**src/rtl/cadd_alu_pkg.sv**
```systemverilog
package cadd_alu_pkg;
  localparam int DW     = 16;
  localparam int FLD_W  = 4;
  localparam int COND_W = 3;
  localparam int OFS_W  = DW - COND_W;
  localparam int SH_W   = $clog2(DW);

  typedef enum logic [3:0] {
    OP_ADDIS = 4'd0,  OP_ADDI = 4'd1,  OP_ADDS = 4'd2,  OP_ADD  = 4'd3,
    OP_ADC   = 4'd4,  OP_SUB  = 4'd5,  OP_SBC  = 4'd6,  OP_AND  = 4'd7,
    OP_OR    = 4'd8,  OP_XOR  = 4'd9,  OP_CMP  = 4'd10, OP_CADD = 4'd11,
    OP_RRCI  = 4'd12, OP_RRC  = 4'd13, OP_RSV0 = 4'd14, OP_RSV1 = 4'd15
  } alu_op_e;

  localparam int FZ = 0;
  localparam int FC = 1;
  localparam int FN = 2;
  localparam int FV = 3;

  // Adder: returns {carry_out, sum}
  function automatic logic [DW:0] add_c(input logic [DW-1:0] a,
                                        input logic [DW-1:0] b,
                                        input logic cin);
    return {1'b0, a} + {1'b0, b} + {{DW{1'b0}}, cin};
  endfunction

  // Cyclic right rotate by n (n < DW)
  function automatic logic [DW-1:0] rotr(input logic [DW-1:0] v,
                                         input logic [SH_W-1:0] n);
    logic [2*DW-1:0] dbl;
    dbl = {v, v} >> n;
    return dbl[DW-1:0];
  endfunction

  function automatic logic cond_eval(input logic [COND_W-1:0] cc,
                                     input logic [3:0] f);
    logic base;
    case (cc[2:1])
      2'd0:    base = f[FZ];
      2'd1:    base = f[FC];
      2'd2:    base = f[FN];
      default: base = f[FV];
    endcase
    return (cc == 3'd7) ? 1'b1 : (base ^ cc[0]);
  endfunction
endpackage

```
**src/rtl/cadd_alu_opdec.sv**
```systemverilog
module cadd_alu_opdec
  import cadd_alu_pkg::*;
(
  input  logic [FLD_W-1:0] xfield_i,
  input  logic [DW-1:0]    x_i,
  input  logic [3:0]       flags_i,
  output logic [DW-1:0]    imm_o,
  output logic [DW-1:0]    ofs_o,
  output logic             cond_true_o
);
  localparam int IMM_PAD = DW - FLD_W;
  localparam int OFS_PAD = DW - OFS_W;

  assign imm_o       = {{IMM_PAD{xfield_i[FLD_W-1]}}, xfield_i};
  assign ofs_o       = {{OFS_PAD{x_i[OFS_W-1]}}, x_i[OFS_W-1:0]};
  assign cond_true_o = cond_eval(x_i[DW-1:OFS_W], flags_i);
endmodule

```
**src/rtl/cadd_alu_arith.sv**
```systemverilog
module cadd_alu_arith
  import cadd_alu_pkg::*;
(
  input  logic [DW-1:0] a_i,
  input  logic [DW-1:0] b_i,
  input  logic          sub_i,
  input  logic          use_c_i,
  input  logic          c_i,
  output logic [DW-1:0] sum_o,
  output logic          c_o,
  output logic          v_o
);
  logic [DW-1:0] b_eff;
  logic          cin;
  logic [DW:0]   raw;

  assign b_eff = sub_i ? ~b_i : b_i;
  assign cin   = sub_i ? ~(use_c_i & c_i) : (use_c_i & c_i);
  assign raw   = add_c(a_i, b_eff, cin);
  assign sum_o = raw[DW-1:0];
  assign c_o   = sub_i ? ~raw[DW] : raw[DW];
  assign v_o   = (a_i[DW-1] == b_eff[DW-1]) && (sum_o[DW-1] != a_i[DW-1]);
endmodule

```
**src/rtl/cadd_alu_rot.sv**
```systemverilog
module cadd_alu_rot
  import cadd_alu_pkg::*;
(
  input  logic [DW-1:0]   y_i,
  input  logic [SH_W-1:0] amt_i,
  input  logic            c_i,
  output logic [DW-1:0]   rot_o,
  output logic            c_o,
  output logic            zero_o
);
  assign zero_o = (amt_i == '0);
  assign rot_o  = rotr(y_i, amt_i);
  assign c_o    = zero_o ? c_i : rot_o[DW-1];
endmodule

```
**src/rtl/cadd_alu.sv**
```systemverilog
module cadd_alu
  import cadd_alu_pkg::*;
(
  input  logic [3:0]  op_i,
  input  logic [15:0] y_i,
  input  logic [15:0] x_i,
  input  logic [3:0]  xfield_i,
  input  logic [3:0]  flags_i,
  output logic [15:0] result_o,
  output logic [3:0]  flags_o,
  output logic        flags_we_o
);
  alu_op_e op;
  assign op = alu_op_e'(op_i);

  // Named internal events for the checker
  logic          cond_true;
  logic          rot_zero;
  logic          is_rot;
  logic          is_logic;
  logic          silent;
  logic [DW-1:0] imm, ofs;

  cadd_alu_opdec u_dec (
    .xfield_i(xfield_i), .x_i(x_i), .flags_i(flags_i),
    .imm_o(imm), .ofs_o(ofs), .cond_true_o(cond_true)
  );

  // Arithmetic path
  logic          use_imm, is_sub, use_c;
  logic [DW-1:0] ar_b, ar_sum;
  logic          ar_c, ar_v;

  assign use_imm = (op == OP_ADDIS) || (op == OP_ADDI);
  assign is_sub  = (op == OP_SUB) || (op == OP_SBC) || (op == OP_CMP);
  assign use_c   = (op == OP_ADC) || (op == OP_SBC);
  assign ar_b    = use_imm ? imm : x_i;

  cadd_alu_arith u_arith (
    .a_i(y_i), .b_i(ar_b), .sub_i(is_sub), .use_c_i(use_c), .c_i(flags_i[FC]),
    .sum_o(ar_sum), .c_o(ar_c), .v_o(ar_v)
  );

  // Rotate path
  logic [SH_W-1:0] rot_amt;
  logic [DW-1:0]   rot_val;
  logic            rot_c;

  assign rot_amt = (op == OP_RRCI) ? xfield_i[SH_W-1:0] : x_i[SH_W-1:0];

  cadd_alu_rot u_rot (
    .y_i(y_i), .amt_i(rot_amt), .c_i(flags_i[FC]),
    .rot_o(rot_val), .c_o(rot_c), .zero_o(rot_zero)
  );

  assign is_rot   = (op == OP_RRCI) || (op == OP_RRC);
  assign is_logic = (op == OP_AND) || (op == OP_OR) || (op == OP_XOR);
  assign silent   = (op == OP_ADDIS) || (op == OP_ADDS) || (op == OP_CADD)
                 || (op == OP_RSV0) || (op == OP_RSV1);

  // Result select and flag value
  logic [DW-1:0] res, zn_src;
  logic          nc, nv;

  always_comb begin
    res = y_i;
    nc  = ar_c;
    nv  = ar_v;
    unique case (op)
      OP_ADDIS, OP_ADDI, OP_ADDS, OP_ADD, OP_ADC, OP_SUB, OP_SBC:
        res = ar_sum;
      OP_AND: begin res = y_i & x_i; nc = 1'b0; nv = 1'b0; end
      OP_OR:  begin res = y_i | x_i; nc = 1'b0; nv = 1'b0; end
      OP_XOR: begin res = y_i ^ x_i; nc = 1'b0; nv = 1'b0; end
      OP_CMP:  res = y_i;
      OP_CADD: res = cond_true ? (y_i + ofs) : y_i;
      OP_RRCI, OP_RRC: begin res = rot_val; nc = rot_c; nv = 1'b0; end
      default: res = y_i;
    endcase
  end

  assign zn_src     = (op == OP_CMP) ? ar_sum : res;
  assign result_o   = res;
  assign flags_we_o = ~silent;
  assign flags_o    = silent ? flags_i
                    : {nv, zn_src[DW-1], nc, (zn_src == '0)};
endmodule

```
**config.mk**
```make
export PLATFORM = sky130hd
export DESIGN_NAME = cadd_alu
export DESIGN_NICKNAME = d
export VERILOG_FILES = /design/src/rtl/cadd_alu_pkg.sv /design/src/rtl/cadd_alu_opdec.sv /design/src/rtl/cadd_alu_arith.sv /design/src/rtl/cadd_alu_rot.sv /design/src/rtl/cadd_alu.sv
export SDC_FILE = /design/constraint.sdc
export NUM_CORES = 1
export LEC_CHECK = 0
export BUFFER_PORTS_ARGS = -buffer_cell sky130_fd_sc_hd__buf_2
export CORE_MARGIN = 5
export CORE_UTILIZATION = 35
export DETAILED_ROUTE_END_ITERATION = 7
export PLACE_DENSITY = 0.58
export SLEW_MARGIN = 20
export SYNTH_ARGS = -nofsm -noshare
export SYNTH_HDL_FRONTEND = slang
export SYNTH_SLANG_ARGS = --single-unit
export TNS_END_PERCENT = 50
```
**constraint.sdc**
```tcl
create_clock -name vclk -period 11.4
set_input_delay 0.57 -clock vclk [all_inputs]
set_output_delay 0.57 -clock vclk [all_outputs]
set_load 0.03 [all_outputs]
```
## After elaboration in Yosys (flattened, before gate mapping)

Cells that the tools add are included.

| operators by class | value |
|---|---|
| $add $sub $neg | 3 |
| equal/unequal tests | 20 |
| shift-type cells | 1 |
| multiplexer cells | 14 |
| bitwise gates (word level) | 9 |
| reduce and logical (&&, ||, !) cells | 17 |

Operator list:

| operator | count |
|---|---|
| 16-bit case mux with 6 select lines | 1 |
| 16-bit 2-to-1 mux | 4 |
| 4-bit == test, second input constant | 8 |
| 32-bit by 4-bit >> shifter with 16-bit output | 1 |
| 16-bit by 16-bit adder with 17-bit output | 1 |
| 17-bit by 1-bit adder with 17-bit output | 1 |
| 16-bit adder | 1 |
| 16-bit AND | 1 |
| 4-bit by 3-bit == test with 1-bit output, second input constant | 4 |
| 16-bit logical NOT | 1 |
| 16-bit NOT | 1 |
| 16-bit bitwise OR | 1 |
| 16-bit XOR | 1 |
| 4-bit by 2-bit == test with 1-bit output, second input constant | 2 |
| 4-bit logical NOT | 2 |
| 1-bit logical OR | 8 |
| 4-bit 2-to-1 mux | 2 |
| 7-bit OR reduction | 1 |
| 1-bit 2-to-1 mux | 5 |
| 5-bit OR reduction | 1 |
| 4-bit by 1-bit == test with 1-bit output, second input constant | 1 |
| 3-bit == test, second input constant | 1 |
| 1-bit NOT | 3 |
| 1-bit case mux with 3 select lines | 1 |
| 11 further kinds | 11 |

| word-level totals | value |
|---|---|
| register bits | 0 |
| output and inout port bits | 21 |
| word-level logic and storage cells | 64 |

## Longest topological paths before layout

Gate-level depths: netlist of the first run.

| logic depth | value |
|---|---|
| depth in word-level cells | 11 |
| gate-level depth with buffers | 21 |
| gate-level depth less buffers | 17 |

## Modules after synthesis

Synthesis of the first run repeated with hierarchy kept, for this count alone.

| unflattened totals | value |
|---|---|
| cells, all modules | 763 |
| area, all modules | 5,565.3 um^2 |

Modules (own cells, without submodules):

| module | instances | cells each | area an instance (um^2) |
|---|---|---|---|
| cadd_alu | 1 | 471 | 3,171.8 |
| cadd_alu_arith | 1 | 136 | 1,069.8 |
| cadd_alu_rot | 1 | 118 | 1,036.0 |
| cadd_alu_opdec | 1 | 38 | 287.8 |

## Least setup slack after synthesis of the first run

OpenSTA, ideal clock, no wires.

| timing path | value |
|---|---|
| path kind | input -> output |
| from | in op_i[0] |
| to | out flags_o[0] |
| data arrival time | 5.734 ns |
| required time | 10.830 ns |
| path slack | 5.096 ns |
| stages on the path | 20 |
| cell sequence | clkbuf_1 > clkbuf_1 > clkbuf_1 > nor2_1 > nand2_1 > o21a_1 > clkbuf_1 > xor2_1 > fa_1 > fa_1 > a21o_1 > a221oi_1 > o221a_2 > xnor2_1 > nand2_1 > o21ai_0 > a2bb2oi_1 > or4_1 > nand4bb_1 > a22oi_1 |

| on the way | value |
|---|---|
| word-level cells in the longest chain between the ends | 11 |

Ends and longest elaborated chain:

| item | RTL line | text |
|---|---|---|
| start: declaration | cadd_alu.sv:4 | `input logic [3:0] op_i,` |
| 4-bit by 1-bit == test with 1-bit output or 4-bit logical NOT (tied branches) | cadd_alu.sv:34, cadd_alu.sv:69 |  |
| 1-bit logical OR | cadd_alu.sv:34 | `assign use_imm = (op == OP_ADDIS) \|\| (op == OP_ADDI);` |
| 16-bit 2-to-1 mux | cadd_alu.sv:37 | `assign ar_b = use_imm ? imm : x_i;` |
| 16-bit NOT | cadd_alu_arith.sv:17 | `assign b_eff = sub_i ? ~b_i : b_i;` |
| 16-bit 2-to-1 mux | cadd_alu_arith.sv:17 |  |
| 16-bit by 16-bit adder with 17-bit output | cadd_alu_pkg.sv:24 | `return {1'b0, a} + {1'b0, b} + {{DW{1'b0}}, cin};` |
| 17-bit by 1-bit adder with 17-bit output | cadd_alu_pkg.sv:24 |  |
| 16-bit case mux with 6 select lines (*) | cadd_alu.sv:69 | `unique case (op)` |
| named net result_o[10] | cadd_alu.sv:9 | `output logic [15:0] result_o,` |
| 16-bit 2-to-1 mux (*) | cadd_alu.sv:82 | `assign zn_src = (op == OP_CMP) ? ar_sum : res;` |
| 16-bit logical NOT (*) | cadd_alu.sv:86 | `: {nv, zn_src[DW-1], nc, (zn_src == '0)};` |
| 4-bit 2-to-1 mux (*) | cadd_alu.sv:85 | `assign flags_o = silent ? flags_i` |
| end: declaration | cadd_alu.sv:10 | `output logic [3:0] flags_o,` |

The timed path passes the listed nets; every way through them passes the cells marked *.

## Final worst setup path of the first run

| timing path | value |
|---|---|
| from | in op_i[1] |
| to | out flags_o[0] |

| on the way | value |
|---|---|
| word-level cells in the longest chain between the ends | 11 |

Ends and longest elaborated chain:

| item | RTL line |
|---|---|
| 4-bit by 1-bit == test with 1-bit output or 4-bit logical NOT (tied branches) | cadd_alu.sv:34, cadd_alu.sv:69, cadd_alu.sv:58 |
| 1-bit logical OR | cadd_alu.sv:34 |
| 16-bit 2-to-1 mux | cadd_alu.sv:37 |
| 16-bit NOT | cadd_alu_arith.sv:17 |
| 16-bit 2-to-1 mux | cadd_alu_arith.sv:17 |
| 16-bit by 16-bit adder with 17-bit output | cadd_alu_pkg.sv:24 |
| 17-bit by 1-bit adder with 17-bit output | cadd_alu_pkg.sv:24 |
| 16-bit case mux with 6 select lines | cadd_alu.sv:69 |
| 16-bit 2-to-1 mux | cadd_alu.sv:82 |
| 16-bit logical NOT | cadd_alu.sv:86 |
| 4-bit 2-to-1 mux (*) | cadd_alu.sv:85 |

Mark *: on every way between the ends. The rest lies on a longest branch, timed or not.

==> results of run 1 <==
[worst min-delay path, stage by stage]
cell and delay [ps]:
sky130_fd_sc_hd__buf_2 90, sky130_fd_sc_hd__a32o_1 110, sky130_fd_sc_hd__buf_2 190
[cell usage after synthesis, drive strengths merged, types with 7 or more instances]
| library cell | count |
|---|---|
| o22ai | 14 |
| a21o | 14 |
| nor3 | 14 |
| clkbuf | 27 |
| nand3 | 14 |
| o21ai | 40 |
| a21oi | 62 |
| mux2i | 53 |
| xnor2 | 10 |
| mux2 | 7 |
| nor2 | 47 |
| a211oi | 7 |
| inv | 40 |
| nand2b | 7 |
| nand2 | 42 |
| o221ai | 11 |
| xor2 | 32 |
| ha | 49 |
[power by group through the flow]
stage	logic, W	registers (W)	clock network, W
3_5_place_dp	0.000348	0	0
2_1_floorplan	0.000243	0	0
3_3_place_gp	0.000347	0	0
4_1_cts	0.000349	0	0
6_report	0.000359	0	0
5_1_grt	0.000383	0	0
[kinds of logic after synthesis]
kind of cell | Yosys count | share of synthesized area [%]
xor+xnor | 42 | 8.839
simple gates | 161 | 18.70
fa+ha+maj | 52 | 16.18
buf+inv | 72 | 6.855
mux | 61 | 15.57
compound gates | 213 | 33.85
[metal layers]
| layer | track usage, % | up-vias |
|---|---|---|
| met2 | 39.49 | 275 |
| met5 | 0 | - |
| met1 | 33.03 | 2372 |
| met4 | 7.603 | 0 |
| li1 | - | 2335 |
| met3 | 4.597 | 39 |
[through the flow]
step	setup slack [ps]	util [%]	power [W]
6_report	4832	39.79	0.0003590
5_1_grt	4523	39.79	0.0003827
3_5_place_dp	4926	39.79	0.0003475
3_3_place_gp	5019	39.79	0.0003473
4_1_cts	4906	39.79	0.0003489
2_1_floorplan	5096	-	0.0002434
[layout make-up]
class | instances | area share (%)
Multi-Input combinational cell | 529 | 84.74
Tap cell | 143 | 3.905
Timing Repair Buffer | 71 | 8.083
Inverter | 40 | 3.277
[final timing paths]
path	from	endpoint	slack (ps)	cells after the start
worst max-delay path	op_i[1]	flags_o[0]	4830	20
worst min-delay path	flags_i[3]	flags_o[3]	1530	3
==> results, run 1 <==
- Measured against its own limit, the worst slew margin works out to 27.52%.
- Per report_power, the clock group accounts for 0% of the total.
- The wire length on met2 is 8.038 mm.
- The highest metal layer carrying signal wires in the routed design is met4.
- Once layout is done, the placed cells without fillers occupy 4582 sq um.
- The sequential share of power is 0%.
- Setup repair after global routing left no endpoint under its margin.
- The worst path needs 6568 ps of the cycle, external delays included.
- The floorplan die area is 14170 sq um.
- The nature of the critical path endpoint is a primary output.
- The buffering stage count on the worst path with inverters included is 4.
- The max-capacitance violation count is 0.
- The via count normalized by instance count is 6.413.
- The top cell type by total area after synthesis is sky130_fd_sc_hd__ha_1.
- The count of boundary I/O pins is 65.
- The count of placed standard cells in the final layout, fillers left out is 783.
- In this run, the number of DRC markers left after iteration 0 of detailed routing was 676.
- The signal on the critical path passes through buf_2 -> inv_1 -> nor2_1 -> nand2_1 -> o21a_1 -> buf_4 -> xor2_1 -> fa_1 -> fa_1 -> a21o_1 -> a221oi_1 -> o221a_2 -> xnor2_1 -> nand2_1 -> o21ai_0 -> a2bb2oi_1 -> or4_1 -> nand4bb_1 -> a22oi_1 -> buf_2.
- Detailed routing placed a total of 1.699 mm of wire on met3.
- Summing over every cut layer, the via total after detailed routing is 5021.
- The minimum hold slack is 1532 ps.
- Once the floorplan was initialized, standard cells occupied 36.14% of the core.
- Averaged over all synthesized cells, the footprint is 6.924 sq um.
- The largest individual stage delay along the critical path comes from the cell sky130_fd_sc_hd__a221oi_1.
- The number of buffers added on ports is 65.
- The maximum vdd drop is 0.02992 mV.
- The floorplan step defined a core boundary enclosing 11520 sq um.
- The highest fanout seen on the critical path is 25.
- The net switching fraction of the power is 64.56%.
- The overall track demand over capacity in global routing is 24.49%.
- The setup TNS is 0 ps.
- In this run the remaining antenna-violating nets after routing total 0.
- There are 0 flip-flops and latches.
- The total overflow left after global routing is 0.
- In the final layout, flip-flops and latches occupy 0 sq um.
- The synthesis warning total is 0.
- The final net count is 738.
- The layout has 0 clock buffers.
- The commonest non-fill, non-tap cell in the layout is sky130_fd_sc_hd__buf_2.
- The detail-routed net length per standard cell is 23.62 um.
- The filler cell count is 1206.
- Leaving out fill and tap cells, the most frequent cells in the layout are sky130_fd_sc_hd__buf_2 (65), sky130_fd_sc_hd__a21oi_1 (62), sky130_fd_sc_hd__mux2i_1 (51).
- The cell count after placement is 783.
- The top cell type by area accounts for 14.73% of the synthesized area.
- The switching power is 0.0002318 W.
- The internal power of the cells totals 0.0001272 W.
- The floorplan step set the die width to 119.0 um.
- The critical path in this run is classified as input pin to primary output.
- The multi-input logic area is 3882 sq um.
- By area the synthesized netlist is led by sky130_fd_sc_hd__ha_1 (15%), sky130_fd_sc_hd__mux2i_1 (12%), sky130_fd_sc_hd__a21oi_1 (7.5%).
- The die is 119.0 um tall.
- The count of final hold-check violations was 0.
- The pin count of the biggest net entering global routing is 41.
- Summed over all cells, the static leakage comes to 2.131 nW.
- The post-synthesis cell count is 601.
- Based on the critical path, the design can be clocked at up to 152.3 MHz.
- The number of nets in the synthesized netlist is 697.
- The power density normalized to cell area is 78.35 nW/um^2.
- 0 antenna diodes ended up in the layout.
- The flow ran to the end, and the final reports show no timing, DRC or antenna violations.
- The count of distinct cell types in the synthesized netlist is 68.
- The post-place instance area is 4582 sq um.
- The last weighted congestion value of the routability-driven placer is 1.081.
- The number of global-route vias before repair is 4869.
- The category of the worst setup path launch point is an input pin.
- The sequential element share of the synthesized area is 0%.
- The share of total power in combinational logic is 100.0%.
- After layout, the worst path uses 57.61% of the clock period.
- The routed wire length is 18.49 mm.
- From synthesis to final layout, the design area changed by 10.10%.
- Data on the critical path is required at its endpoint by 10830 ps.
- The max-slew violation count is 0.
- The critical path's top delay family is compound AO/OA/AOI/OAI gates.
- Of the cells placed in the final design, the portion with a size suffix greater than 1 is 13.75%.
- The total DRC errors in the routed layout is 0.
- The post-route met1 wirelength is 8.092 mm.
- The area of the mapped netlist is 4161 sq um.
- Before antenna repair, the detailed router went through 5 iterations.
- The number of buffers inserted by post-CTS setup repair is 0.
- Buffers inserted to repair hold after CTS numbered 0.
- The largest single stage delay on the critical path is 550 ps.
- The first global-routing pass estimated 28.01 mm of wire.
- For the worst setup path, the data arrival time is 6000 ps.
- The wire-length estimate of the detail-placed layout is 14.91 mm.
- The tightest min-delay check is of the input pin to primary output type.
- Gates resized during post-CTS repair numbered 0.
- The number of antenna violations at the first check in global routing is 0.
- The slew at the pin closest to its max-slew limit is 1081 ps.
- In this run the core area contains 39 standard-cell rows.
- The number of endpoints failing setup at the final stage is 0.
(Power assumes the default switching activity.)
==> inputs of run 2 (changes only) <==
--- a/config.mk
+++ b/config.mk
@@ -9,7 +9,7 @@
 export CORE_MARGIN = 5
 export CORE_UTILIZATION = 35
 export DETAILED_ROUTE_END_ITERATION = 7
-export PLACE_DENSITY = 0.58
+export PLACE_DENSITY = 0.6
 export SLEW_MARGIN = 20
 export SYNTH_ARGS = -nofsm -noshare
 export SYNTH_HDL_FRONTEND = slang
==> constraint.sdc (replaced) <==
create_clock -name vclk -period 5.83
set_input_delay 0.2915 -clock vclk [all_inputs]
set_output_delay 0.2915 -clock vclk [all_outputs]
set_load 0.03 [all_outputs]
==> run 2 against run 1 <==
  * Non-clock buffer count increased by 10
  * Via count increased by 1.9%
  * Global-route usage grew 0.81 points
  * Final cell count up 1.3%
  * Routed wire length grew 1.9%
  * Cell area rose by 1.6%
  * Largest cell class unchanged
  * Highest routed layer unchanged
==> results, run 2 (synthesis gave the netlist of run 1 again) <==
- The required time of the critical path was 5540 ps (-5290 ps).
- The pin count of the biggest net entering global routing is 24 (-41%).
- The die span in y is 119.0 um (unchanged).
- The number of buffers inserted by post-CTS setup repair came to 0 (unchanged).
- The global routing stage identified its most utilized layer as met2.
- The data arrival time of the worst path is 5040 ps (-960 ps).
- The antenna diode count is 0 (unchanged).
- The total DRC errors in the routed layout came to 0 (unchanged).
- The detail-routed net length per standard cell is 23.76 um (+0.58%).
- The setup TNS came to 0 ps (unchanged).
- The power density normalized to cell area is 151.6 nW/um^2 (+93%).
- The type of the worst setup path is input pin to primary output.
- The max-slew violation count is 0 (unchanged).
- STA classifies the critical path startpoint as an input pin.
- The fraction of met2 tracks used by global routing was 40.97% (+1.5 points).
- The number of antenna violations at the first check in global routing is 0 (unchanged).
- The post-DP HPWL is 15.33 mm (+2.8%).
- The cell with the largest stage delay on the worst path is sky130_fd_sc_hd__or4_1.
- The last weighted congestion value of the routability-driven placer was 1.051 (-2.7%).
- The minimum hold slack is 979.5 ps (-552.8 ps).
- The core region area is 11520 sq um (unchanged).
- The highest fanout seen on the critical path is 21 (-16%).
- The total area of sequential cells came to 0 sq um (unchanged).
- The fraction of layout cells with a size suffix above 1 is 15.08% (+1.3 points).
- The tightest slew margin relative to the limit is 38.57% (+11 points).
- The maximum vdd drop is 0.03776 mV (+26%).
- The commonest non-fill, non-tap cell in the layout is sky130_fd_sc_hd__buf_2.
- The number of buffers added on ports is 65 (unchanged).
- The initial DRC count is 593 (-12%).
- The max-capacitance violation count is 0 (unchanged).
- The utilization after layout came to 40.44% (+0.65 points).
- The count of final hold-check violations came to 0 (unchanged).
- The min-delay analysis places its worst path in the category input pin to primary output.
- The number of endpoints failing setup at the final stage was 0 (unchanged).
- The worst setup path is captured at a primary output.
- The fmax is 187.5 MHz.
- The routed wire length is 18.84 mm (+1.9%).
- For hold timing, the worst endpoint is flags_o[3].
- The flow ran to the end, and the final reports show no timing, DRC or antenna violations.
- The final clock period utilization by the worst path is 91.49%.
- The leakage power is 2.179 nW (+2.2%).
- The signal on the critical path passes through buf_2 -> or3_1 -> buf_4 -> nor2_1 -> a21oi_1 -> xor2_1 -> ha_1 -> a21o_1 -> a221oi_1 -> buf_4 -> xor2_1 -> o221ai_1 -> a2bb2oi_1 -> or4_1 -> nand4bb_1 -> a22oi_1 -> buf_2.
- The via count normalized by instance count is 6.454 (+0.65%).
- In the layout the commonest cells are sky130_fd_sc_hd__buf_2 (65), sky130_fd_sc_hd__a21oi_1 (62), sky130_fd_sc_hd__mux2i_1 (51).
- The first-pass GRT wire length was 28.94 mm (+3.3%).
- The cell depth of the worst hold path is 3 (unchanged).
- Setup repair after global routing left no endpoint under its margin.
- The overall power of the completed layout is 0.0007059 W (+97%).
- The number of global-route vias before repair is 5015 (+3.0%).
- The width of the chip is 119.0 um (unchanged).
- The met3 track demand over resource is 3.128% (-1.5 points).
- The total via count in the routed design is 5118 (+1.9%).
- The row count is 39 (unchanged).
- The total of clock buffers placed in the layout is 0 (unchanged).
- The detailed-routing iteration count for the pre-antenna-repair pass is 5 (unchanged).
- The slew at the pin closest to its max-slew limit is 918.1 ps (-162.6 ps).
- The quantity of gates resized following cts is 0 (unchanged).
- The met1 track demand over resource in global routing is 34.40% (+1.4 points).
- The start point of the worst min-delay path is flags_i[3].
- The number of sequential cells was 0 (unchanged).
- The delay of the slowest critical-path stage was 540 ps (about the same).
- The initial cell density of the core is 36.14% (unchanged).
- The count of boundary I/O pins is 65 (unchanged).
- The residual antenna-violating net count after detailed routing is 0 (unchanged).
- The quantity of hold-fixing buffers added after cts is 0 (unchanged).
- The final critical-path required period is 5334 ps.
- Compared with the post-synthesis result, the final layout area differs by 11.91%.
- The overall track demand over capacity in global routing came to 25.30% (+0.81 points).
- The final net count is 748 (+1.4%).
- The leftover overflow at the end of global routing was 0 (unchanged).
- The floorplan die area is 14170 sq um (unchanged).
-- run 2: how the worst max path moves through the flow --
| stage | slack, ps | cells after the start | end | start |
|---|---|---|---|---|
| after floorplan | 80 | 20 | flags_o[0] | op_i[0] |
| after global placement | 700 | 17 | flags_o[0] | op_i[3] |
| after detailed placement | 590 | 18 | flags_o[0] | op_i[3] |
| after CTS | 570 | 17 | flags_o[0] | op_i[3] |
| after global routing | 240 | 17 | flags_o[0] | op_i[3] |
| final | 500 | 17 | flags_o[0] | op_i[3] |
-- run 2: worst max-delay path: cells and delay by family --
kind / cells / cell delay (ps)
and+or+nand+nor: 4 / 1770
AOI/OAI and AO/OA: 6 / 1340
buffers and inverters: 4 / 870
xor gates and xnor gates: 2 / 420
adders and majority gates: 1 / 360
-- run 2: per-stage QoR --
step | area [sq um] | instances | worst slack [ps]
finish | 4657 | 793 | 496.4
global route | 4657 | 793 | 244.4
CTS | 4657 | 793 | 568.8
detailed placement | 4657 | 793 | 593.4
global placement | 4657 | 793 | 695.1
floorplan | 4161 | 601 | 82.69
-- run 2: power by group --
group | leakage, nW | total [W] | internal (W) | switching (W)
combinational | 2.18 | 0.000706 | 0.000253 | 0.000452
clock | 0 | 0 | 0 | 0
sequential | 0 | 0 | 0 | 0
-- run 2: layer usage --
layer  vias up  wire [um]
met2       270       8409
met1      2435       8117
met5         -          0
li1       2349          -
met3        64       1486
met4         0        823
-- run 2: final cells by class --
type / instances / area, sq um
fillers: 1248 / 6859
multi-input cells: 529 / 3882
inverters: 40 / 150.1
well taps: 143 / 178.9
repair buffers: 81 / 445.4
